**src/rtl/vrsn_pkg.sv**
```systemverilog
package vrsn_pkg;
  typedef enum logic [1:0] {
    SZ_H2B = 2'd0,
    SZ_W2H = 2'd1,
    SZ_D2W = 2'd2,
    SZ_RSV = 2'd3
  } size_e;

  localparam int unsigned NUM_SZ  = 3;
  localparam int unsigned MIN_SW  = 16;
endpackage

```
**src/rtl/vrsn_lane.sv**
```systemverilog
module vrsn_lane #(
  parameter int unsigned SW = 16,
  localparam int unsigned NW = SW / 2,
  localparam int unsigned AW = $clog2(SW)
) (
  input  logic [SW-1:0] src_i,
  input  logic [SW-1:0] amt_i,
  input  logic          arith_i,
  output logic [NW-1:0] res_o
);
  logic [AW-1:0] sh;
  logic [AW-1:0] rnd_idx;
  logic [SW-1:0] shr;
  logic [SW-1:0] sum;
  logic          rnd;

  assign sh      = amt_i[AW-1:0];  // modulo element width
  assign rnd_idx = sh - 1'b1;

  always_comb begin
    if (arith_i) shr = $unsigned($signed(src_i) >>> sh);
    else         shr = src_i >> sh;
    rnd = (sh == '0) ? 1'b0 : src_i[rnd_idx];
    sum = shr + SW'(rnd);
  end

  assign res_o = sum[NW-1:0];
endmodule

```
**src/rtl/vrsn_half.sv**
```systemverilog
module vrsn_half
  import vrsn_pkg::*;
#(
  parameter int unsigned HW = 128,
  localparam int unsigned PW = HW / 2
) (
  input  logic [HW-1:0] src_i,
  input  logic [HW-1:0] amt_i,
  input  logic          arith_i,
  input  logic [1:0]    size_i,
  output logic [PW-1:0] pack_o
);
  logic [NUM_SZ-1:0][PW-1:0] cand;

  for (genvar g = 0; g < NUM_SZ; g++) begin : g_sz
    localparam int unsigned SW = MIN_SW << g;
    localparam int unsigned NW = SW / 2;
    localparam int unsigned NL = HW / SW;
    for (genvar l = 0; l < NL; l++) begin : g_lane
      vrsn_lane #(.SW(SW)) i_lane (
        .src_i  (src_i[l*SW +: SW]),
        .amt_i  (amt_i[l*SW +: SW]),
        .arith_i(arith_i),
        .res_o  (cand[g][l*NW +: NW])
      );
    end
  end

  always_comb begin
    unique case (size_e'(size_i))
      SZ_H2B:  pack_o = cand[0];
      SZ_W2H:  pack_o = cand[1];
      SZ_D2W:  pack_o = cand[2];
      default: pack_o = '0;
    endcase
  end
endmodule

```
**src/rtl/vec_rnd_shr_narrow.sv**
```systemverilog
module vec_rnd_shr_narrow #(
  parameter int unsigned VW = 256,
  localparam int unsigned HW = 128,
  localparam int unsigned NH = VW / HW,
  localparam int unsigned PW = HW / 2
) (
  input  logic          clk_i,
  input  logic          rst_ni,
  input  logic          valid_i,
  input  logic          arith_i,
  input  logic [1:0]    size_i,
  input  logic          wide_i,
  input  logic [VW-1:0] vj_i,
  input  logic [VW-1:0] vk_i,
  output logic          valid_o,
  output logic [VW-1:0] vd_o
);
  logic [VW-1:0] vd_d;
  logic [VW-1:0] vd_q;
  logic          valid_q;

  for (genvar h = 0; h < NH; h++) begin : g_half
    logic [PW-1:0] pack;
    logic          en;
    assign en = (h == 0) || wide_i;
    vrsn_half #(.HW(HW)) i_half (
      .src_i  (vj_i[h*HW +: HW]),
      .amt_i  (vk_i[h*HW +: HW]),
      .arith_i(arith_i),
      .size_i (size_i),
      .pack_o (pack)
    );
    assign vd_d[h*HW +: HW] = {{PW{1'b0}}, en ? pack : {PW{1'b0}}};
  end

  always_ff @(posedge clk_i or negedge rst_ni) begin
    if (!rst_ni) begin
      valid_q <= 1'b0;
      vd_q    <= '0;
    end else begin
      valid_q <= valid_i;
      if (valid_i) vd_q <= vd_d;
    end
  end

  assign valid_o = valid_q;
  assign vd_o    = vd_q;
endmodule

```
**config.mk**
```make
export PLATFORM = sky130hd
export DESIGN_NAME = vec_rnd_shr_narrow
export DESIGN_NICKNAME = d
export VERILOG_FILES = /design/src/rtl/vrsn_pkg.sv /design/src/rtl/vrsn_lane.sv /design/src/rtl/vrsn_half.sv /design/src/rtl/vec_rnd_shr_narrow.sv
export SDC_FILE = /design/constraint.sdc
export NUM_CORES = 2
export LEC_CHECK = 0
export ABC_AREA = 1
export BUFFER_PORTS_ARGS = -buffer_cell sky130_fd_sc_hd__buf_2
export CAP_MARGIN = 20
export CORE_UTILIZATION = 45
export CTS_CLUSTER_SIZE = 40
export DETAILED_ROUTE_END_ITERATION = 6
export GPL_TIMING_DRIVEN = 0
export PLACE_DENSITY_LB_ADDON = 0.05
export REMOVE_ABC_BUFFERS = 1
export SLEW_MARGIN = 20
export SYNTH_ARGS = -nofsm -noshare
export SYNTH_HDL_FRONTEND = slang
export SYNTH_SLANG_ARGS = --single-unit
```
**constraint.sdc**
```tcl
create_clock -name clk_i -period 0.8 [get_ports clk_i]
set_clock_uncertainty 0.05 [all_clocks]
set_input_delay 0.12 -clock clk_i [delete_from_list [all_inputs] [get_ports clk_i]]
set_output_delay 0.12 -clock clk_i [all_outputs]
set_load 0.02 [all_outputs]
```
# ---- Yosys cells after proc, flatten, opt, wreduce, memory -nomap -nowiden
# Cells that the tools add are included.
dict set report classes {
  order_cmp 28
  shifts 56
  mul 0
  mux 115
  addsub 56
  n_eq_ne 2
  reduce_logical 29
  bitwise_logic 0
  n_div 0
}
# op count
set op_table {}
lappend op_table {{case mux 64 bit (3 select lines)} 2}
lappend op_table {{right shift 16 x 4 -> 8 bit} 16}
lappend op_table {{right shift 32 x 5 -> 16 bit} 8}
lappend op_table {{right shift 64 x 6 -> 32 bit} 4}
lappend op_table {{>>> shifter 16 x 4 -> 8 bit} 16}
lappend op_table {{>>> shifter 32 x 5 -> 16 bit} 8}
lappend op_table {{>>> shifter 64 x 6 -> 32 bit} 4}
lappend op_table {{adder 16 x 1 -> 16 bit} 8}
lappend op_table {{adder 32 x 1 -> 32 bit} 4}
lappend op_table {{adder 8 x 1 -> 8 bit} 16}
lappend op_table {{two-way mux 16 bit} 8}
lappend op_table {{two-way mux 32 bit} 4}
lappend op_table {{two-way mux 8 bit} 16}
lappend op_table {{< comparator 4 x 5 -> 1 bit, second input constant} 16}
lappend op_table {{binary-select mux 1 bit (select 4 bit)} 16}
lappend op_table {{zero test 4 bit} 16}
lappend op_table {{two-way mux 64 bit} 1}
lappend op_table {{subtractor 4 x 1 -> 4 bit, second input constant} 16}
lappend op_table {{two-way mux 1 bit} 56}
lappend op_table {{< comparator 5 x 6 -> 1 bit, second input constant} 8}
lappend op_table {{binary-select mux 1 bit (select 5 bit)} 8}
lappend op_table {{zero test 5 bit} 8}
lappend op_table {{subtractor 5 x 1 -> 5 bit, second input constant} 8}
lappend op_table {{< comparator 6 x 7 -> 1 bit, second input constant} 4}
lappend op_table {{other kinds (6)} 15}
dict set report word_totals {
  reg_bits 129
  elab_cells 288
  latchBits 0
  mem_count 0
  ram_bits 0
  inputBits 519
  output_inout_bits 257
  rom_bits 0
}

# ---- Logic depth before layout (Yosys ltp)
dict set report depth {
  depth_word 7
  mapped_depth 27
}

# ---- Modules after synthesis
# From an unflattened synthesis, not the netlist that was laid out.
dict set report unflattened {
  cells_unflattened 13928
  area_unflattened_um2 71290.9
}
# mod instances seq_area_each_um2 area_each_um2 cells_each
set modules_own_cells {}
lappend modules_own_cells {{vrsn_lane at g_half[0].i_half.g_sz[2].g_lane[0].i_lane ...} 2 0.0 6057.1 1288}
lappend modules_own_cells {{vrsn_lane at g_half[1].i_half.g_sz[2].g_lane[0].i_lane ...} 2 0.0 5987.0 1288}
lappend modules_own_cells {{vrsn_lane at g_half[0].i_half.g_sz[1].g_lane[0].i_lane ...} 4 0.0 2737.6 542}
lappend modules_own_cells {{vrsn_lane at g_half[0].i_half.g_sz[0].g_lane[0].i_lane ...} 8 0.0 1076.0 208}
lappend modules_own_cells {{vrsn_lane at g_half[1].i_half.g_sz[0].g_lane[0].i_lane ...} 8 0.0 1029.7 195}
lappend modules_own_cells {vec_rnd_shr_narrow 1 3228.1 6038.3 678}
lappend modules_own_cells {{vrsn_lane at g_half[1].i_half.g_sz[1].g_lane[2].i_lane ...} 2 0.0 2617.5 543}
lappend modules_own_cells {{vrsn_lane at g_half[1].i_half.g_sz[1].g_lane[0].i_lane ...} 2 0.0 2546.2 519}
lappend modules_own_cells {vrsn_half 2 0.0 1520.2 291}

# ---- Least setup slack after synthesis
# No wires, ideal clock.
dict set report synth_timing {
  path_type {in2reg}
  startpoint {input vk_i[1]}
  endpoint {register vd_q[24], in the netlist vd_o[24]}
  path_stages 25
  setup_ns 0.117
  t_required_ns 0.633
  slack_ns -2.688
  path_buffers 5
  arrival_ns 3.322
  path_cell_list {inv_2 > buf_4 > buf_2 > ha_1 > clkbuf_1 > inv_1 > clkbuf_1 > nand3_1 > nand3_1 > a31o_2 > a21boi_0 > o21ai_0 > a31oi_1 > ha_1 > ha_1 > nand2_1 > nor2_4 > nand2_1 > nor2_2 > buf_4 > nand4_1 > nand3_1 > nand2_1 > nand2_1 > nand2_1}
}
dict set report synth_between {
  elab_chain_cells 6
}
# item line_no
set synth_lines {}
lappend synth_lines {{start: declaration} vec_rnd_shr_narrow.sv:14} ;# input logic [VW-1:0] vk_i,
lappend synth_lines {{subtractor 6 x 1 -> 6 bit} vrsn_lane.sv:18} ;# assign rnd_idx = sh - 1'b1;
lappend synth_lines {{binary-select mux 1 bit (select 6 bit)} vrsn_lane.sv:23} ;# rnd = (sh == '0) ? 1'b0 : src_i[rnd_idx];
lappend synth_lines {{two-way mux 1 bit (not written as such)} vrsn_lane.sv:23}
lappend synth_lines {{two-way mux 1 bit} vrsn_lane.sv:23}
lappend synth_lines {{adder 32 x 1 -> 32 bit *} vrsn_lane.sv:24} ;# sum = shr + SW'(rnd);
lappend synth_lines {{case mux 64 bit (3 select lines) *} vrsn_half.sv:30} ;# unique case (size_e'(size_i))
lappend synth_lines {{end signal: assignment} vec_rnd_shr_narrow.sv:42} ;# if (valid_i) vd_q <= vd_d;
lappend synth_lines {{end: declaration} vec_rnd_shr_narrow.sv:19} ;# logic [VW-1:0] vd_q;
# Mark *: on every way between the ends. The rest lies on a longest branch, timed or not. The select of a mux whose other input is x is not followed.
# A chain may end at the register's enable or synchronous reset.

# ---- Worst setup path in the final report
dict set report layout_timing {
  startpoint {input vk_i[131]}
  endpoint {register vd_q[146], in the netlist vd_o[146]}
}
dict set report layout_between {
  elab_chain_cells 7
}
# item line_no
set layout_lines {}
lappend layout_lines {{subtractor 6 x 1 -> 6 bit} vrsn_lane.sv:18}
lappend layout_lines {{binary-select mux 1 bit (select 6 bit)} vrsn_lane.sv:23}
lappend layout_lines {{two-way mux 1 bit (not written as such)} vrsn_lane.sv:23}
lappend layout_lines {{two-way mux 1 bit} vrsn_lane.sv:23}
lappend layout_lines {{adder 32 x 1 -> 32 bit *} vrsn_lane.sv:24}
lappend layout_lines {{case mux 64 bit (3 select lines) *} vrsn_half.sv:30}
lappend layout_lines {{two-way mux 64 bit *} vec_rnd_shr_narrow.sv:33} ;# assign vd_d[h*HW +: HW] = {{PW{1'b0}}, en ? pack : {PW{1'b0}}};
# Marked as above.

==> PnR_summary.wiki <==
{| class="wikitable"
! Metric !! Value
|-
| Outcome || finished with violations
|-
| Violated checks || design-rule violations, negative hold slack, negative setup slack
|-
| Starting Density || 45.3%
|-
| Leak pwr || 32.6 nW
|-
| TritonCTS Buffers || 17
|-
| Met1 routing resource usage after global routing || around three fifths
|-
| Initial antenna violation count || 8
|-
| Distinct cells, synth || 65
|-
| Row cnt || roughly 130
|-
| Share of synthesized registers carrying an async set or reset || 100%
|-
| Num ports || 776
|-
| Endpoint of the worst-slack reg-to-reg timing path || vd_o[164]
|-
| Hold/Removal Path Class || in2async
|-
| M3 GR Usage || about a tenth
|-
| R2r setup slk || -0.03 ns
|-
| Clock insertion delay at the later pin of the skew report || about 0.52 ns
|-
| Crit path launch type || input port
|-
| Max-capacitance violation count || 0
|-
| Buffer type at the clock tree root || clkbuf_16
|-
| Fmax || approximately 330 MHz
|-
| Avg Inst Size Synth || 4.81 µm²
|-
| Count of final hold-check violations || 73
|-
| Reg-to-Reg Start || vd_o[164]
|-
| Yosys Warn Count || 0
|-
| Detail-routed via count per cell || roughly 6
|-
| Cells along the critical path || buf_16, clkinv_16, nor2_1, nor2_4, inv_2, a221oi_2, o31a_1, a22o_1, nor2_1, ha_2, ha_4, nand2_4, nor2_4, nand2_2, nor2_4, buf_4, nand2_1, nand2_1, nand3_2, nand2_1, nand2_1, nand2_1
|-
| Non-filler instance count after layout || roughly 13000
|-
| Final critical-path share of the clock period || 374%
|-
| Area enclosed by the die boundary || between 100000 and 150000 µm²
|-
| Fraction of layout cells with a size suffix above 1 || between 10% and 20%
|-
| Slew at the pin closest to its max-slew limit || 1.04 ns
|-
| DRC violation count after routing || 23
|-
| Number of synthesized register bits || between 100 and 150
|-
| Num Clock Sinks || around 130
|-
| Maximum fanout count along the critical path || 80
|-
| Top flip-flop cell by instance count after synthesis || dfrtp_1
|-
| Die width || ~340 µm
|-
| Class of the most critical setup path || in2reg
|-
| Number of pins with negative max-slew slack in the final report || 0
|-
| Required arrival time at the worst endpoint || 1.20 ns
|-
| Clock-pin slew on the worst setup and hold paths || approximately 0.08 ns
|-
| Cell seen most often among critical-path stages || nand2_1
|-
| Routed wirelength normalized by instance count || 21.4 µm
|-
| Cell Area, Synth || 52600 µm²
|-
| Number of iterations in the first detailed-routing pass || 7
|-
| GRT busiest layer || met2
|-
| VDD IR max || slightly below 2000 µV
|-
| Total detailed-routing wirelength || about 270000 µm
|-
| Total Routing Usage GR || between 40% and 50%
|-
| Dpl hpwl || 185000 µm
|-
| Maximum count of clock buffers along a single path || 2
|-
| Leading cell types in the layout, fill and taps excluded || 4332 x nand2_1, 2131 x nand3_1, 595 x inv_1
|-
| Worst-case headroom to the max-slew limit || 30.2%
|-
| Count of placed standard cells including taps || 12336
|-
| Crit path DAT || 3.39 ns
|-
| Number of buffers inserted by port buffering || between 400 and 500
|-
| Min Clock Period, post-route || about 3.0 ns
|-
| Cell type group with the largest total delay on the critical path || simple AND/OR/NAND/NOR gates
|-
| Count of buffer and inverter cells on the critical path || 4
|-
| Std-Cell Core Area || around 120000 µm²
|-
| Gate count of the mapped netlist || between 10000 and 15000
|-
| Crit path setup slack, layout || -2.19 ns
|-
| Slowest stage cell, crit path || o31a_1
|-
| Pin count of the biggest net entering global routing || a little over 80
|-
| Layout overhead on the synthesized area || 20.4%
|-
| Most common cell after layout, fill and taps aside || nand2_1
|-
| Sequential cell area fraction in the yosys report || just over 6%
|-
| Die height || between 300 and 400 µm
|-
| Global placement routability congestion || slightly above 1
|-
| Maximum level of the CTS H-tree || 4
|-
| Crit-path max cell delay || around 0.29 ns
|-
| Pwr dens || roughly 1000 nW/µm²
|-
| TritonCTS clock tree || done
|-
| Setup Total Neg Slack || -309.70 ns
|-
| Total via count after detailed routing || 77973
|-
| Number of enable flip-flop cells after synthesis || 0
|-
| Reg2Reg Depth || 1
|-
| Detail Route Antenna Nets || 0
|-
| DR iter-0 viols || approximately 9900
|-
| Endpoint kind of the worst setup timing path || flop
|-
| Hold slack || -0.545 ns
|-
| Global Route met2 Usage || 65.0%
|-
| Net count, final || around 12000
|-
| Via count of the first global-routing pass || between 60000 and 70000
|-
| RSZ-0062 raised after global routing || true
|-
| Wire length of the first global-routing pass || about 400000 µm
|-
| Total of endpoints with negative setup slack in the final report || 257
|-
| Gr ovfl total || 0
|}
metrics by stage:
step,hold WS (ns),area [µm²],setup WS (ns),total power [mW],utilization [%]
6_report,-0.545,63300,-2.19,65.9,54.6
4_1_cts,-0.527,60700,-2.01,61.9,52.3
5_1_grt,-0.506,63300,-2.27,69.9,54.6
3_5_place_dp,0.0463,54000,-5.27,47.8,46.5
3_3_place_gp,0.407,53300,-12.36,47.5,46.0
2_1_floorplan,-0.226,49100,-5.10,33.2,-
cell usage after synthesis, drive strengths merged (9+ instances only):
cell	count	share of area, %
buf	530	6.0
o31ai	15	0.21
o211ai	158	2.3
nand4	66	0.78
xor2	32	0.53
o21ai	679	6.5
nand3b	18	0.26
a31oi	91	1.1
and2	19	0.23
a22o	13	0.22
ha	80	1.9
clkbuf	217	1.6
clkinv	20	0.15
or2	33	0.39
and3	12	0.14
a221oi	11	0.18
inv	704	5.0
a31o	9	0.15
nand3	2334	22
dfrtp	129	6.1
nor2	719	5.5
nand2	4558	33
xnor2	19	0.33
nor3	33	0.31
a21oi	307	3.0
o221ai	14	0.23
o21bai	32	0.46
power breakdown:
group          leakage [nW]  total, mW  switching [mW]  internal [mW]
combinational          30.6       49.0            33.6           15.4
sequential             1.69       7.92           0.624           7.30
clock                 0.310       8.97            3.91           5.07
total                  32.6       65.9            38.1           27.8
routing by layer:
layer / up-vias / routed length, µm
li1: 36469 / -
met1: 35444 / 109000
met2: 5076 / 114000
met3: 974 / 33200
met4: 10 / 15500
met5: - / 62
logic make-up (layout without fill, tap and decap cells):
| kind of cell | after synthesis | after routing | synth area share, % |
|---|---|---|---|
| simple gates | 7799 | 7800 | 62.8 |
| buf+inv | 1471 | 1565 | 12.8 |
| compound gates | 1409 | 1409 | 15.5 |
| flops | 129 | 129 | 6.13 |
| fa+ha+maj | 80 | 80 | 1.90 |
| xor+xnor | 51 | 51 | 0.863 |
| mux | 4 | 4 | 0.0761 |
| other cells | 1 | 133 | 0.00713 |
cell type report:
type	instances	area, µm²
fillers	12658	52700
multi-input cells	9472	46800
repair buffers	776	7160
inverters	724	3260
flip-flops and latches	129	3240
well taps	1524	1910
clock buffers	18	439
repair inverters	33	307
clock inverters	14	191
diodes	5	12.5
flip-flops by register name, summed over array words and instances (netlist names):
register	cells
vd_o	128
valid_o	1
worst max path at each step:
stage | startpoint | endpoint | depth (start not counted) | slack (ns)
2_1_floorplan | size_i[0] | vd_o[178] | 10 | -5.10
3_3_place_gp | size_i[0] | vd_o[62] | 8 | -12.36
3_5_place_dp | vk_i[128] | vd_o[158] | 21 | -5.27
4_1_cts | vk_i[0] | vd_o[30] | 24 | -2.01
5_1_grt | vk_i[128] | vd_o[146] | 25 | -2.27
6_report | vk_i[131] | vd_o[146] | 22 | -2.19
timing repair:
action                                  CTS  global route
pin swaps                               201           263
cloned                                   70             3
gates resized for setup                 815           551
endpoints found under the hold margin    96            70
endpoints found under the setup margin  257           257
buffers inserted                        191            91
Power figures use the tool's default switching activity.
